<file path="src/rtl/dma_req_pkg.sv">
package dma_req_pkg;
  localparam int unsigned DEF_NUM_CH      = 4;
  localparam int unsigned DEF_NUM_SRC     = 64;
  localparam int unsigned DEF_ALWAYS_BASE = 60;
  localparam int unsigned DEF_NUM_PACED   = 2;

  typedef enum logic [1:0] {
    MODE_OFF   = 2'd0,
    MODE_LEVEL = 2'd1,
    MODE_PACED = 2'd2
  } chan_mode_e;
endpackage

</file>
<file path="src/rtl/dma_req_sync.sv">
module dma_req_sync #(
  parameter int unsigned W = 64
) (
  input  logic         clk,
  input  logic         rst_n,
  input  logic [W-1:0] async_in,
  output logic [W-1:0] sync_out
);
  logic [W-1:0] meta_q;
  logic [W-1:0] stab_q;

  always_ff @(posedge clk or negedge rst_n) begin
    if (!rst_n) begin
      meta_q <= '0;
      stab_q <= '0;
    end else begin
      meta_q <= async_in;
      stab_q <= meta_q;
    end
  end

  assign sync_out = stab_q;

  // warm-up counter so the latency check never looks before reset
  logic [1:0] warm_q;
  always_ff @(posedge clk or negedge rst_n) begin
    if (!rst_n)              warm_q <= '0;
    else if (warm_q != 2'd2) warm_q <= warm_q + 2'd1;
  end


  sync_latency_chk: assert property (@(posedge clk) disable iff (!rst_n)
    (warm_q == 2'd2) |-> (sync_out == $past(async_in, 2)));
endmodule

</file>
<file path="src/rtl/dma_req_chan.sv">
module dma_req_chan
  import dma_req_pkg::*;
#(
  parameter int unsigned NUM_SRC      = DEF_NUM_SRC,
  parameter int unsigned ALWAYS_BASE  = DEF_ALWAYS_BASE,
  parameter bit          PACE_CAPABLE = 1'b1,
  localparam int unsigned SEL_W       = $clog2(NUM_SRC)
) (
  input  logic               clk,
  input  logic               rst_n,
  input  logic [NUM_SRC-1:0] src_sync,
  input  logic               en,
  input  logic               pace,
  input  logic [SEL_W-1:0]   sel,
  input  logic               pulse,
  input  logic               ack,
  output logic               req
);
  // level seen by this channel for a given source number
  function automatic logic src_level(input logic [NUM_SRC-1:0] v,
                                     input logic [SEL_W-1:0]   s);
    if (s == '0)                    return 1'b0;
    if (int'(s) >= ALWAYS_BASE)     return 1'b1;
    return v[s];
  endfunction

  function automatic chan_mode_e pick_mode(input logic e, input logic p);
    if (!e)                 return MODE_OFF;
    if (PACE_CAPABLE && p)  return MODE_PACED;
    return MODE_LEVEL;
  endfunction

  chan_mode_e mode;
  logic       lvl;
  logic       pace_fire;
  logic       pend_q;

  assign mode      = pick_mode(en, pace);
  assign lvl       = src_level(src_sync, sel);
  assign pace_fire = (mode == MODE_PACED) && pulse && lvl;

  always_ff @(posedge clk or negedge rst_n) begin
    if (!rst_n)                  pend_q <= 1'b0;
    else if (mode != MODE_PACED) pend_q <= 1'b0;
    else                         pend_q <= (pend_q && !ack) || pace_fire;
  end

  always_comb begin
    unique case (mode)
      MODE_LEVEL: req = lvl;
      MODE_PACED: req = pend_q;
      default:    req = 1'b0;
    endcase
  end


  off_quiet_chk: assert property (@(posedge clk) disable iff (!rst_n)
    !en |-> !req);

  sel_zero_quiet_chk: assert property (@(posedge clk) disable iff (!rst_n)
    (sel == '0) |-> !req);

  always_on_chk: assert property (@(posedge clk) disable iff (!rst_n)
    (mode == MODE_LEVEL && int'(sel) >= ALWAYS_BASE) |-> req);

  pace_origin_chk: assert property (@(posedge clk) disable iff (!rst_n)
    $rose(pend_q) |-> $past(pace_fire));

  pace_hold_chk: assert property (@(posedge clk) disable iff (!rst_n)
    (pend_q && !ack && mode == MODE_PACED) |=> pend_q);

  ack_clear_chk: assert property (@(posedge clk) disable iff (!rst_n)
    (pend_q && ack && !pace_fire) |=> !pend_q);
endmodule

</file>
<file path="src/rtl/dma_req_router.sv">
module dma_req_router
  import dma_req_pkg::*;
#(
  parameter int unsigned NUM_CH      = DEF_NUM_CH,
  parameter int unsigned NUM_SRC     = DEF_NUM_SRC,
  parameter int unsigned ALWAYS_BASE = DEF_ALWAYS_BASE,
  parameter int unsigned NUM_PACED   = DEF_NUM_PACED,
  localparam int unsigned SEL_W      = $clog2(NUM_SRC)
) (
  input  logic                    clk,
  input  logic                    rst_n,
  input  logic [NUM_SRC-1:0]      periph_req,
  input  logic [NUM_CH-1:0]       cfg_enable,
  input  logic [NUM_CH-1:0]       cfg_pace,
  input  logic [NUM_CH*SEL_W-1:0] cfg_src,
  input  logic [NUM_PACED-1:0]    tmr_pulse,
  input  logic [NUM_CH-1:0]       dma_ack,
  output logic [NUM_CH-1:0]       ch_req
);
  logic [NUM_SRC-1:0] src_sync;

  dma_req_sync #(.W(NUM_SRC)) u_sync (
    .clk      (clk),
    .rst_n    (rst_n),
    .async_in (periph_req),
    .sync_out (src_sync)
  );

  for (genvar c = 0; c < NUM_CH; c++) begin : g_ch
    logic ch_pulse;
    if (c < NUM_PACED) begin : g_paced
      assign ch_pulse = tmr_pulse[c];
    end else begin : g_plain
      assign ch_pulse = 1'b0;
    end

    dma_req_chan #(
      .NUM_SRC      (NUM_SRC),
      .ALWAYS_BASE  (ALWAYS_BASE),
      .PACE_CAPABLE (c < NUM_PACED)
    ) u_chan (
      .clk      (clk),
      .rst_n    (rst_n),
      .src_sync (src_sync),
      .en       (cfg_enable[c]),
      .pace     (cfg_pace[c]),
      .sel      (cfg_src[c*SEL_W +: SEL_W]),
      .pulse    (ch_pulse),
      .ack      (dma_ack[c]),
      .req      (ch_req[c])
    );
  end
endmodule

</file>
<file path="config.mk">
export PLATFORM = sky130hd
export DESIGN_NAME = dma_req_router
export DESIGN_NICKNAME = d
export VERILOG_FILES = /design/src/rtl/dma_req_pkg.sv /design/src/rtl/dma_req_sync.sv /design/src/rtl/dma_req_chan.sv /design/src/rtl/dma_req_router.sv
export SDC_FILE = /design/constraint.sdc
export NUM_CORES = 1
export LEC_CHECK = 0
export ABC_AREA = 1
export BUFFER_PORTS_ARGS = -buffer_cell sky130_fd_sc_hd__buf_2
export CAP_MARGIN = 20
export CORE_ASPECT_RATIO = 1.1
export CORE_MARGIN = 5
export CORE_UTILIZATION = 50
export DETAILED_ROUTE_END_ITERATION = 7
export GPL_ROUTABILITY_DRIVEN = 0
export GPL_TIMING_DRIVEN = 0
export PLACE_DENSITY_LB_ADDON = 0.2
export SLEW_MARGIN = 20
export SYNTH_ARGS = -nofsm -noshare
export SYNTH_HDL_FRONTEND = slang
export SYNTH_HIERARCHICAL = 1
export SYNTH_SLANG_ARGS = --single-unit
</file>
<file path="constraint.sdc">
create_clock -name clk -period 1.05 [get_ports clk]
set_input_delay 0.105 -clock clk [delete_from_list [all_inputs] [get_ports clk]]
set_output_delay 0.105 -clock clk [all_outputs]
set_load 0.03 [all_outputs]
</file>
Word level (Yosys, flattened, before mapping)
Cells that the tools add are included.
{"block": "totals", "ff_bits": 132, "in_bits": 104, "output_inout_bits": 4}
{"block": "classes", "n_eq_ne": 12, "n_reduce_logical": 18, "n_lt_le_gt_ge": 8, "muxes": 58}
{"operator": "1-bit two-way mux", "count": 42}
{"operator": "6-bit by 7-bit less-than comparator with 1-bit output, second input constant", "count": 4}
{"operator": "1-bit binary-select mux with 6-bit select", "count": 4}
{"operator": "6-bit greater-or-equal comparator, second input constant", "count": 4}
{"operator": "6-bit logical NOT", "count": 4}
{"operator": "2-bit two-way mux", "count": 8}
{"operator": "1-bit logical AND", "count": 8}
{"operator": "1-bit case mux with 2 select lines", "count": 4}
{"operator": "1-bit by 2-bit equality test with 1-bit output, second input constant", "count": 2}
{"operator": "2-bit by 1-bit equality test with 1-bit output, second input constant", "count": 2}
{"operator": "2-bit equality test, second input constant", "count": 2}
{"operator": "1-bit logical NOT", "count": 4}
{"operator": "1-bit by 2-bit != test with 1-bit output, second input constant", "count": 2}
{"operator": "2-bit != test, second input constant", "count": 2}
{"operator": "1-bit equality test, second input constant", "count": 2}
{"operator": "1-bit logical OR", "count": 2}

Longest topological paths before layout
{"block": "depth", "ltp_word": 9, "ltp_mapped": 13, "mapped_depth_nobuf": 11}

By module
Netlist, hierarchy kept.
{"module": "dma_req_sync", "cells_per_inst": 128, "n_inst": 1, "area_per_inst_um2": 3203.1, "seq_area_each_um2": 3203.1}
{"module": "dma_req_chan at g_ch[0].u_chan ...", "cells_per_inst": 227, "n_inst": 2, "area_per_inst_um2": 989.7, "seq_area_each_um2": 25.0}
{"module": "dma_req_chan at g_ch[2].u_chan ...", "cells_per_inst": 176, "n_inst": 2, "area_per_inst_um2": 778.2, "seq_area_each_um2": 0.0}
{"module": "dma_req_router", "cells_per_inst": 1, "n_inst": 1, "area_per_inst_um2": 3.8, "seq_area_each_um2": 0.0}

Worst setup path after synthesis
OpenSTA, ideal clock, no wires.
{"block": "synth_timing", "kind": "register to output", "startpoint": "register u_sync.stab_q[26] (netlist: u_sync/sync_out[26])", "endpoint": "output port ch_req[2]", "t_arrival_ps": 1277, "path_slack_ps": -332, "path_stages_with_launch": 11, "required_time_ps": 945, "cell_sequence": "dfrtp_1 > inv_1 > nand2_1 > nand3_1 > nand3_1 > nand3_1 > nand2_1 > nand2_1 > nand2_1 > nand2_1 > nor2_1"}
{"block": "synth_via", "elab_chain_cells": 5}
{"element": "start, declared", "line_no": "dma_req_sync.sv:10", "text": "logic [W-1:0] stab_q;"}
{"element": "start signal, assigned", "line_no": "dma_req_sync.sv:18", "text": "stab_q <= meta_q;"}
{"element": "1-bit binary-select mux with 6-bit select", "line_no": "dma_req_chan.sv:24", "text": "return v[s];"}
{"element": "1-bit two-way mux (not written as such)", "line_no": "dma_req_chan.sv:24"}
{"element": "1-bit two-way mux", "line_no": "dma_req_chan.sv:24"}
{"element": "1-bit two-way mux", "line_no": "dma_req_chan.sv:23", "text": "if (int'(s) >= ALWAYS_BASE) return 1'b1;"}
{"element": "1-bit case mux with 2 select lines", "line_no": "dma_req_chan.sv:49", "text": "unique case (mode)"}
{"element": "end, declared", "line_no": "dma_req_router.sv:18", "text": "output logic [NUM_CH-1:0] ch_req"}
Every way passes these cells. The select of a mux whose other input is x is not followed.

Worst setup path in the final report
{"block": "layout_timing", "startpoint": "register u_sync.stab_q[31] (netlist: u_sync/sync_out[31])", "endpoint": "output port ch_req[0]"}
Same word-level chain as after synthesis.

==> impl_results.md <==
* Status: finished, violations left
* Failing checks: negative setup slack
* Clock network power share at 0.446
* Placed cells at 1189
* Tmin final at 1972 ps
* Post-route ant nets at 0
* Critical Path Fanout Max at 3
* Crit path launch type: flop
* MaxCap Viol Count at 0
* Combinational Power Share at 0.148
* Final WS setup at -921.5 ps
* Clk buf depth at 2
* Skew final at ~16 ps
* Vias per cell at 4.966
* Sink Count at 130
* Die width at between 100 and 150 µm
* Switching share of power at 0.2595
* DRC at 0
* Root Buffer: clkbuf_16
* CP Class: flop to primary output
* Core area at roughly 13000 µm²
* Hold Path Sink: g_ch[0].u_chan/pend_q
* Commonest cells after routing, fill and taps aside: 350 x nand2_1, 150 x inv_1, 123 x nand3_1
* Seq pwr share at 0.406
* Worst Hold Class: input port to flop
* Die height at ~130 µm
* DRT Wirelength at roughly 20000 µm
* Internal power at between 10 and 15 mW
* Placed Area at about 7500 µm²
* Synthesized cell area at between 6000 and 7000 µm²
* Reg2reg start: u_sync/sync_out[30]
* Clk_lat worst skew at ~420 ps
* Die Area at 15900 µm²
* TritonCTS clock tree: done
* Static leakage at 5.048 nW
* Power Density at 1498 nW/µm²
* Max Clk Rate at 507.2 MHz
* Commonest non-fill, non-tap cell in the layout: nand2_1
* CTS clock-pin slew for the worst setup and hold paths at approximately 60 ps
* Nets at 1235
* Num CTS Buffers at 17
* Final hold vios at 0
* Sw power at 3.518 mW
* Pin count of the biggest net entering global routing at slightly below 90
* Drt initial violations at 522
* Vias in the first global route at about 6300
* Hold Path Stages at 4
* Final Cycle Share at 1.878
* Diode count at 0
* Final setup fails at 6
* Global-route wire length before repair at 31850 µm
* Layout cells sized above 1 at 0.2185
* Req. time, crit path at about 940 ps
* H-tree depth at 4
* Worst reg2reg path depth at 11
* I/O pins at approximately 110
* Area grow syn2layout at 34.26%
* Fin cells at 1305
* Max Slew Vio Count at 0
* Grt ovf at 0
* Antenna violations before repair at 1
* Slew headroom at 0.6999
* RSZ-0062 raised after global routing: yes
* RR Endpoint: g_ch[1].u_chan/pend_q
* Setup crit end kind: primary output
* Mapped Avg Cell Area at 7.215 µm²
* # rows at 44
* Dpl hpwl at 13590 µm
* Multi-input logic area at 2609 µm²
* Worst endpoint data arrival time at 1870 ps
* Hold wc startpoint: tmr_pulse[0]
* Reg area at about 3300 µm²
* Total Routing Usage GR at 0.2593
* Placement Setup Slack at -579.3 ps
* Final instance area at 9047 µm²
* Fill cell count at 1091
* Post-synth net total at 1038
* IO buf count at 93
* Cell count after synthesis at 934
* Tightest Pin Transition at approximately 450 ps
* Routed vias at approximately 6500
* Drt pass-1 iters at 6
* Maximum VDD drop at 1344 µV
* Drt wl/cell at 15.35 µm
* Synthesis Warnings at 6
* Starting Density at 0.5100
* Flop2flop setup slack at -430 ps
==> what timing repair did <==
item                                   in CTS  in global routing
buffers inserted                           19                  5
setup endpoints to repair                   6                 34
cloned                                      0                  1
gates resized for setup                    32                 36
endpoints found under the hold margin     109                  0
hold buffers                               67                  0
pin swaps                                  31                 26
==> cell type report <==
type,count,share of cell area
multi-input combinational,600,0.2883
clock buffer,21,0.05089
inverter,164,0.06970
sequential,130,0.3623
buffer,40,0.04024
clock inverter,11,0.01687
timing repair buffer,178,0.1494
tap,161,0.02227
==> critical path, cell delays in order (launching register included) <==
cell and delay [ps]:
dfrtp_2 450, inv_1 70, nand2_1 40, nand3_1 70
nand2_1 70, nand2_1 70, nand3_1 70, o21bai_1 130
nand4_1 170, nand3_2 110, nand2_2 50, buf_6 130
==> flip-flops by register name (all words and copies together), names as in the netlist <==
| register | cells |
|---|---|
| g_ch.u_chan/pend_q | 2 |
| u_sync/sync_out | 64 |
| u_sync/meta_q | 64 |
==> layer usage <==
metal,routed length (µm),vias to the layer above,global-route usage
met2,9649,309,0.4247
met3,1772,54,0.07210
met5,13,-,0
met1,7874,2912,0.3202
met4,722,2,0.1140
li1,-,3204,-
==> worst max-delay path by stage <==
stage	depth (start not counted)	endpoint	slack [ps]	from
final	11	ch_req[0]	-920	u_sync/sync_out[31]
after global routing	11	ch_req[0]	-1050	u_sync/sync_out[53]
after CTS	11	ch_req[1]	-930	u_sync/sync_out[27]
after detailed placement	12	ch_req[1]	-580	cfg_src[7]
after global placement	1	u_sync/sync_out[61]	-1660	rst_n
after floorplan	10	ch_req[0]	-170	u_sync/sync_out[21]
==> power by group through the flow <==
| stage | Combinational (mW) | Clock (mW) | Sequential (mW) |
|---|---|---|---|
| 2_1_floorplan | 1.08 | 0 | 5.47 |
| 3_3_place_gp | 1.60 | 0 | 5.58 |
| 3_5_place_dp | 1.64 | 0 | 5.58 |
| 4_1_cts | 1.96 | 6.14 | 5.49 |
| 5_1_grt | 2.24 | 6.37 | 5.53 |
| 6_report | 2.00 | 6.05 | 5.50 |
==> per-stage QoR <==
| step | power (mW) | hold WS (ps) | setup TNS, ps | util |
|---|---|---|---|---|
| after floorplan | 6.546 | -190.6 | -784.3 | - |
| after global placement | 7.180 | 212.8 | -217130 | 0.5632 |
| after detailed placement | 7.214 | 50.42 | -2799 | 0.5657 |
| after CTS | 13.59 | 59.51 | -4641 | 0.6777 |
| after global routing | 14.14 | 83.22 | -5119 | 0.6848 |
| final | 13.55 | 69.48 | -4374 | 0.6848 |
Note: power is estimated with default switching activity, not from simulation.
